==> src/rtl/tdc_enc_pkg.sv <==
package tdc_enc_pkg;

    // Taps reduced by one first-stage lookup
    localparam int GROUP_BITS = 6;
    localparam int GROUP_CW   = 3;
    // Total register stages from input to result
    localparam int PIPE_DEPTH = 7;
    // Widest tap vector the default mask covers
    localparam int MAX_TAPS   = 256;

    // Odd tap indices set: an inverting chain flips those positions
    localparam logic [MAX_TAPS-1:0] ALT_MASK = {(MAX_TAPS/2){2'b10}};

    typedef logic [GROUP_CW-1:0] group_cnt_t;

    // Ones count of a six-tap group
    function automatic group_cnt_t count_group(input logic [GROUP_BITS-1:0] g);
        group_cnt_t s;
        s = '0;
        for (int i = 0; i < GROUP_BITS; i++) begin
            s = s + group_cnt_t'(g[i]);
        end
        return s;
    endfunction

endpackage

==> src/rtl/tdc_group_stage.sv <==
module tdc_group_stage #(
    parameter int N_TAPS = 180,
    parameter logic [N_TAPS-1:0] INV_MASK = '0,
    parameter int NGROUP = (N_TAPS + tdc_enc_pkg::GROUP_BITS - 1) / tdc_enc_pkg::GROUP_BITS
) (
    input  logic clk,
    input  logic rst,
    input  logic [N_TAPS-1:0] taps,
    output tdc_enc_pkg::group_cnt_t [NGROUP-1:0] cnt
);
    import tdc_enc_pkg::*;

    localparam int PADDED = NGROUP * GROUP_BITS;

    logic [N_TAPS-1:0] fixed;
    logic [PADDED-1:0] padded;

    assign fixed  = taps ^ INV_MASK;
    assign padded = PADDED'(fixed);

    always_ff @(posedge clk) begin
        if (rst) begin
            cnt <= '0;
        end else begin
            for (int c = 0; c < NGROUP; c++) begin
                cnt[c] <= count_group(padded[c*GROUP_BITS +: GROUP_BITS]);
            end
        end
    end

    // a corrected all-zero snapshot leaves every group count at zero
    assert_zero_groups_R6: assert property (@(posedge clk) disable iff (rst)
        ((taps ^ INV_MASK) == '0) |=> (cnt == '0));

endmodule

==> src/rtl/tdc_sum_tree.sv <==
module tdc_sum_tree #(
    parameter int NGROUP = 30,
    parameter int OUT_W  = 8,
    parameter int LVLS   = (NGROUP > 1) ? $clog2(NGROUP) : 0
) (
    input  logic clk,
    input  logic rst,
    input  tdc_enc_pkg::group_cnt_t [NGROUP-1:0] cnt,
    output logic [OUT_W-1:0] root
);
    if (LVLS == 0) begin : g_flat
        assign root = OUT_W'(cnt[0]);
    end else begin : g_tree
        localparam int LEAF0 = 2 ** LVLS;

        logic [OUT_W-1:0] full   [2:2*LEAF0-1];
        logic [OUT_W-1:0] node_q [1:LEAF0-1];

        for (genvar j = 0; j < LEAF0; j++) begin : g_leaf
            if (j < NGROUP) begin : g_used
                assign full[LEAF0+j] = OUT_W'(cnt[j]);
            end else begin : g_pad
                assign full[LEAF0+j] = '0;
            end
        end

        for (genvar i = 2; i < LEAF0; i++) begin : g_inner
            assign full[i] = node_q[i];
        end

        always_ff @(posedge clk) begin
            if (rst) begin
                for (int i = 1; i < LEAF0; i++) node_q[i] <= '0;
            end else begin
                for (int i = 1; i < LEAF0; i++) node_q[i] <= full[2*i] + full[2*i+1];
            end
        end

        assign root = node_q[1];
    end

endmodule

==> src/rtl/tdc_delay_line.sv <==
module tdc_delay_line #(
    parameter int W     = 8,
    parameter int DEPTH = 1
) (
    input  logic clk,
    input  logic rst,
    input  logic [W-1:0] d,
    output logic [W-1:0] q
);
    if (DEPTH == 0) begin : g_wire
        assign q = d;
    end else begin : g_regs
        logic [W-1:0] stage [DEPTH];
        always_ff @(posedge clk) begin
            if (rst) begin
                for (int k = 0; k < DEPTH; k++) stage[k] <= '0;
            end else begin
                stage[0] <= d;
                for (int k = 1; k < DEPTH; k++) stage[k] <= stage[k-1];
            end
        end
        assign q = stage[DEPTH-1];
    end

endmodule

==> src/rtl/tdc_therm_encoder.sv <==
module tdc_therm_encoder #(
    parameter int N_TAPS = 180,
    parameter logic [N_TAPS-1:0] INV_MASK = tdc_enc_pkg::ALT_MASK[N_TAPS-1:0],
    parameter int OUT_W = $clog2(N_TAPS + 1)
) (
    input  logic clk,
    input  logic rst,
    input  logic in_valid,
    input  logic [N_TAPS-1:0] taps,
    output logic out_valid,
    output logic [OUT_W-1:0] result
);
    import tdc_enc_pkg::*;

    localparam int NGROUP = (N_TAPS + GROUP_BITS - 1) / GROUP_BITS;
    localparam int LVLS   = (NGROUP > 1) ? $clog2(NGROUP) : 0;
    localparam int PAD    = PIPE_DEPTH - 1 - LVLS;

    group_cnt_t [NGROUP-1:0] grp;
    logic [OUT_W-1:0] total;
    logic [PIPE_DEPTH-1:0] vld_q;

    tdc_group_stage #(.N_TAPS(N_TAPS), .INV_MASK(INV_MASK), .NGROUP(NGROUP)) u_group (
        .clk(clk), .rst(rst), .taps(taps), .cnt(grp)
    );

    tdc_sum_tree #(.NGROUP(NGROUP), .OUT_W(OUT_W), .LVLS(LVLS)) u_tree (
        .clk(clk), .rst(rst), .cnt(grp), .root(total)
    );

    tdc_delay_line #(.W(OUT_W), .DEPTH(PAD)) u_pad (
        .clk(clk), .rst(rst), .d(total), .q(result)
    );

    always_ff @(posedge clk) begin
        if (rst) vld_q <= '0;
        else     vld_q <= {vld_q[PIPE_DEPTH-2:0], in_valid};
    end
    assign out_valid = vld_q[PIPE_DEPTH-1];

    // Clocks since reset, so that the latency check never looks back past reset
    logic [2:0] since_rst;
    always_ff @(posedge clk) begin
        if (rst)                 since_rst <= '0;
        else if (since_rst != 7) since_rst <= since_rst + 3'd1;
    end

    assert_valid_latency_R2: assert property (@(posedge clk) disable iff (rst)
        (since_rst == 3'd7) |-> (out_valid == $past(in_valid, 7)));

    assert_reset_clears_R7: assert property (@(posedge clk)
        rst |=> (!out_valid && result == '0));

    assert_result_range_R6: assert property (@(posedge clk) disable iff (rst)
        out_valid |-> (result <= OUT_W'(N_TAPS)));

endmodule

==> config.mk <==
export PLATFORM = sky130hd
export DESIGN_NAME = tdc_therm_encoder
export DESIGN_NICKNAME = d
export VERILOG_FILES = /design/src/rtl/tdc_enc_pkg.sv /design/src/rtl/tdc_group_stage.sv /design/src/rtl/tdc_sum_tree.sv /design/src/rtl/tdc_delay_line.sv /design/src/rtl/tdc_therm_encoder.sv
export SDC_FILE = /design/constraint.sdc
export NUM_CORES = 1
export LEC_CHECK = 0
export BUFFER_PORTS_ARGS = -buffer_cell sky130_fd_sc_hd__buf_2
export CAP_MARGIN = 30
export CELL_PAD_IN_SITES_DETAIL_PLACEMENT = 1
export CELL_PAD_IN_SITES_GLOBAL_PLACEMENT = 2
export CORE_MARGIN = 5
export CORE_UTILIZATION = 37
export CTS_CLUSTER_DIAMETER = 60
export DETAILED_ROUTE_END_ITERATION = 6
export PLACE_DENSITY_LB_ADDON = 0.1
export SLEW_MARGIN = 10
export SYNTH_ARGS = -nofsm -noshare
export SYNTH_HDL_FRONTEND = slang
export SYNTH_SLANG_ARGS = --single-unit
==> constraint.sdc <==
create_clock -name clk -period 3.25 [get_ports clk]
set_clock_uncertainty 0.2 [all_clocks]
set_input_delay 0.8125 -clock clk [delete_from_list [all_inputs] [get_ports clk]]
set_output_delay 0.8125 -clock clk [all_outputs]
set_load 0.02 [all_outputs]
### Yosys cells after proc, flatten, opt, wreduce, memory -nomap -nowiden

Memory sizes are Yosys's and may differ from the RTL's.
Cells that the tools add are included.

* bits in registers: 97
* bits in latches: 0
* RAM bits: 256
* memory bits (read-only): 0
* input port bits: 183
* output and inout bits: 9
* memories: 2

* add/subtract/negate cells: 180
* $mul: 0
* div/mod/pow operators: 0
* $lt $le $gt $ge: 0
* eq/ne operators: 0
* shift-type cells: 0
* multiplexer cells: 36
* bitwise gates (word level): 32
* reduce and logical (&&, ||, !) cells: 1

Memories
* u_tree.g_tree.node_q: depth 31, bits a word 8, rd ports 31, clocked after Yosys merged registers in 0, write ports 31, RTL line tdc_sum_tree.sv:17 `logic [OUT_W-1:0] node_q [1:LEAF0-1];`
* u_pad.g_regs.stage: depth 1, bits a word 8, rd ports 1, clocked after Yosys merged registers in 0, write ports 1, RTL line tdc_delay_line.sv:13 `logic [W-1:0] stage [DEPTH];`

Operator list (number)
* 3-bit by 1-bit adder with 3-bit output: 120
* 8-bit 2-to-1 mux: 32
* 8-bit adder: 15
* 90-bit inverter: 1
* 1-bit by 1-bit adder with 2-bit output: 30
* 3-bit by 3-bit adder with 4-bit output: 15
* 1-bit bitwise OR: 31
* 8-bit OR reduction: 1
* 1-bit 2-to-1 mux: 4

### Depth between registers and ports, before layout

* depth in word-level cells: 6
* depth in mapped cells: 7
* mapped depth without buffers: 7

### Modules after synthesis

From an unflattened synthesis, not the netlist that was laid out.

* cell total of the unflattened synthesis: 1187
* area total of the unflattened synthesis: 12766.0 µm²

Modules (own cells, without submodules)
* tdc_sum_tree: instances 1, cells each 727, area each 7267.0 µm², sequential area each 2902.8 µm²
* tdc_group_stage: instances 1, cells each 430, area each 5104.9 µm², sequential area each 1801.7 µm²
* tdc_delay_line: instances 1, cells each 16, area each 210.2 µm², sequential area each 160.2 µm²
* tdc_therm_encoder: instances 1, cells each 14, area each 183.9 µm², sequential area each 140.1 µm²

### Least setup slack after synthesis

No wires, ideal clock.

* path kind: input to register
* from: in taps[43]
* to: reg u_group.cnt[22] in the netlist's numbering
* library setup time: 0.116 ns
* data arrival time: 2.485 ns
* required time: 2.934 ns
* slack: 0.449 ns
* stages on the path: 7
* path buffers: 0
* cell sequence: inv_1 ha_1 inv_1 fa_1 fa_1 fa_1 nor2_1

* word-level cells in the longest chain between the ends: 6

Ends and longest elaborated chain
* from (decl): RTL line tdc_therm_encoder.sv:9 `input logic [N_TAPS-1:0] taps,`
* 90-bit inverter (no line)
* 1-bit by 1-bit adder with 2-bit output: RTL line tdc_enc_pkg.sv:21 `s = s + group_cnt_t'(g[i]);`
* 3-bit by 1-bit adder with 3-bit output (4 in a row): RTL line tdc_enc_pkg.sv:21
* to (signal, indexed assignment): RTL line tdc_group_stage.sv:26 `cnt[c] <= count_group(padded[c*GROUP_BITS +: GROUP_BITS]);`
* to (decl): RTL line tdc_group_stage.sv:9 `output tdc_enc_pkg::group_cnt_t [NGROUP-1:0] cnt`

No other way between the ends.
A chain may end at the register's enable or synchronous reset.

### Final worst setup path

* from: in taps[114]
* to: reg u_group.cnt[58] in the netlist's numbering

* word-level cells in the longest chain between the ends: 5

Ends and longest elaborated chain (RTL line)
* 1-bit by 1-bit adder with 2-bit output: tdc_enc_pkg.sv:21
* 3-bit by 1-bit adder with 3-bit output (4 in a row): tdc_enc_pkg.sv:21

No other way between the ends.

==> run_results.csv <==
group,metric,value,unit
clock_tree,h-tree-depth,1,
floorplan,die-area,0.0375,sq mm
worst_hold_path,hold_path_class,"reg -> reg",
synth,post-synth-top-count-cell,"dfxtp_1",
cells_and_area,multi_input_area,0.00655,sq mm
timing,report.final.slew_viol_count,0,
grt,antenna_found_initial,1,
timing,setup_tns,0,ns
cells_and_area,instances_no_fill,1846,
clock_tree,cts_resized,0,
grt,grt_max_degree,161,
timing,worst_pin_slew,0.704,ns
synth,yosys.area.top_type,"dfxtp_1",
cells_and_area,num-fill-cells,3800,
cells_and_area,diodes,0,
synth,synth-main-ff-cell,"dfxtp_1",
pwr,p_per_area,592,mW/mm^2
floorplan,die_width,194,um
routing,dr_total_vias,7980,
timing,setup_ws,0.764,ns
synth,yosysWarnings,0,
clock_tree,cts-hold-fix-buffers,0,
timing,fin_crit_sh,0.765,
routing,drc_errors,0,
placement,numPortBuffers,191,
floorplan,die_h,194,um
clock_tree,cts_tree,"built",
placement,placed_area,0.0139,sq mm
synth,synth.cell_area,0.0125,sq mm
grt,grt_first_pass_wirelength,39800,um
placement,hpwlAfterDp,17500,um
routing,drt_wl_total,22000,um
timing,max_freq,0.402,GHz
timing,finalHoldViolCount,0,
synth,ys_ff_latch,250,
synth,synth_nets,1626,
routing,via_per_inst,4.32,
setup_path,worstPathRequired,3.42,ns
cells_and_area,regArea,0.00500,sq mm
synth,yosys-top-cells-count,"250 x dfxtp_1, 210 x inv_1, 167 x nor2_1, 141 x ha_1, 119 x fa_1",
timing,rsz0062_at_grt,"false",
routing,dr.pass1.iters,4,
clock_tree,clock_path_buffers,3,
setup_path,crit_arrival,2.66,ns
grt,gr-total-overflow,0,
clock_tree,clk_pin_slew_worst_paths,0.06,ns
pwr,ir_worst_vdd,0.386,mV
synth,avgSynthCellArea,10.5,sq um
clock_tree,cts_setup_buffers,0,
status,status,"completed",
cells_and_area,stdcell_area,0.0148,sq mm
pwr,p_leak,7.43,nW
setup_path,crit_path_start_kind,"input port",
timing,slew_headroom,0.531,
cells_and_area,drive_gt1_frac,0.172,
clock_tree,numCtsBuffers,29,
clock_tree,cts-root-buf,"clkbuf_16",
floorplan,core_area,0.0334,sq mm
floorplan,start_util,0.374,
setup_path,critPathCaptureType,"flop",
floorplan,num_io_pins,192,
placement,place_ws,0.192,ns
routing,dr.first_iter.drc_count,174,
placement,place_inst,1796,
routing,drtAntennaViolNets,0,
synth,async_flop_share,0,
synth,ys_seq_area_frac,0.401,
synth,synthCells,1183,
routing,wl_per_cell,11.9,um
grt,grt_usage,0.121,
synth,synth_area_leaders,"dfxtp_1 40%, fa_1 19%, ha_1 14%",
grt,grt_pass1_vias,8795,
clock_tree,clkLatencyLatePin,0.52,ns
floorplan,fp-row-count,67,
placement,place_congestion,0.749,
synth,synth.distinct_cells,31,
setup_path,setup.worst_path.class,"in -> reg",
timing,fin_crit,2.49,ns
cells_and_area,fin_nets,1822,
clock_tree,cts_sinks,250,
synth,yosysTopAreaCellShare,0.401,
timing,finalSetupViolations,0,
flow_run,maxCapViolations,0,
synth,synth_edf_count,0,
setup_path,crit_path_max_fanout,1,
cells_and_area,final_core_util,0.445,
cells_and_area,syn_to_final_growth,19.1,%
[path summary, 6_finish.rpt]
kind	startpoint	endpoint	slack, ns	depth (start not counted)
max	taps[114]	u_group.cnt[58]	0.76	7
max reg2reg	u_tree.g_tree.node_q[0][24]	u_tree.g_tree.node_q[0][14]	0.89	6
min reg2reg	u_tree.g_tree.node_q[0][242]	u_tree.g_tree.node_q[0][122]	0.23	1
min	u_tree.g_tree.node_q[0][242]	u_tree.g_tree.node_q[0][122]	0.23	1
[kinds of logic (layout without fill, tap and decap cells)]
kind of cell | count (synthesis) | count (layout) | share of synthesized area
AOI/OAI and AO/OA | 113 | 113 | 0.0593
xor gates and xnor gates | 32 | 32 | 0.0225
adders and majority gates | 260 | 260 | 0.333
buffers and inverters | 238 | 453 | 0.0732
DFF | 250 | 250 | 0.401
and+or+nand+nor | 290 | 290 | 0.111
[per-stage QoR]
stage / hold WS (ns) / total power, W
after detailed placement: 0.225 / 0.00577
after global placement: 0.216 / 0.00571
after floorplan: 0.214 / 0.00518
after CTS: 0.237 / 0.00901
after global routing: 0.258 / 0.00949
final: 0.230 / 0.00879
[metal layers]
layer  vias to the layer above  track usage  wire, um
li1                       4057            -         -
met1                      3752        0.164     10300
met2                       131        0.198     10100
met3                        38       0.0280      1130
met4                         2       0.0286       493
met5                         -            0         7
[registers in the layout, indices dropped and copies added, names as in the netlist]
signal                flops
vld_q                     7
u_group.cnt              90
u_tree.g_tree.node_q    145
u_pad.g_regs.stage        8
[cells in the final DEF (no fill, tap or decap), types with 21 or more instances in the layout]
cell / count
dfxtp_1: 250
inv_1: 210
buf_2: 190
nor2_1: 167
ha_1: 141
fa_1: 119
nor2b_1: 79
a21o_1: 38
a21oi_1: 35
clkbuf_16: 29
nor3_1: 21
[power breakdown]
part / total (W) / internal, W / switching [W]
registers: 0.00381 / 0.00358 / 0.000236
logic: 0.00183 / 0.000914 / 0.000912
clock network: 0.00315 / 0.00194 / 0.00121
[critical path: stages]
cell    delay (ns)
buf_2         0.10
ha_1          0.28
inv_1         0.08
fa_1          0.44
fa_1          0.40
fa_1          0.49
nor2_1        0.05
[final cells by class]
class,instances,share of cell area
clock buffer,40,0.0564
clock inverter,10,0.00767
inverter,210,0.0531
multi-input combinational,695,0.441
sequential,250,0.337
tap,448,0.0378
timing repair buffer,193,0.0668
(Power assumes the default switching activity.)
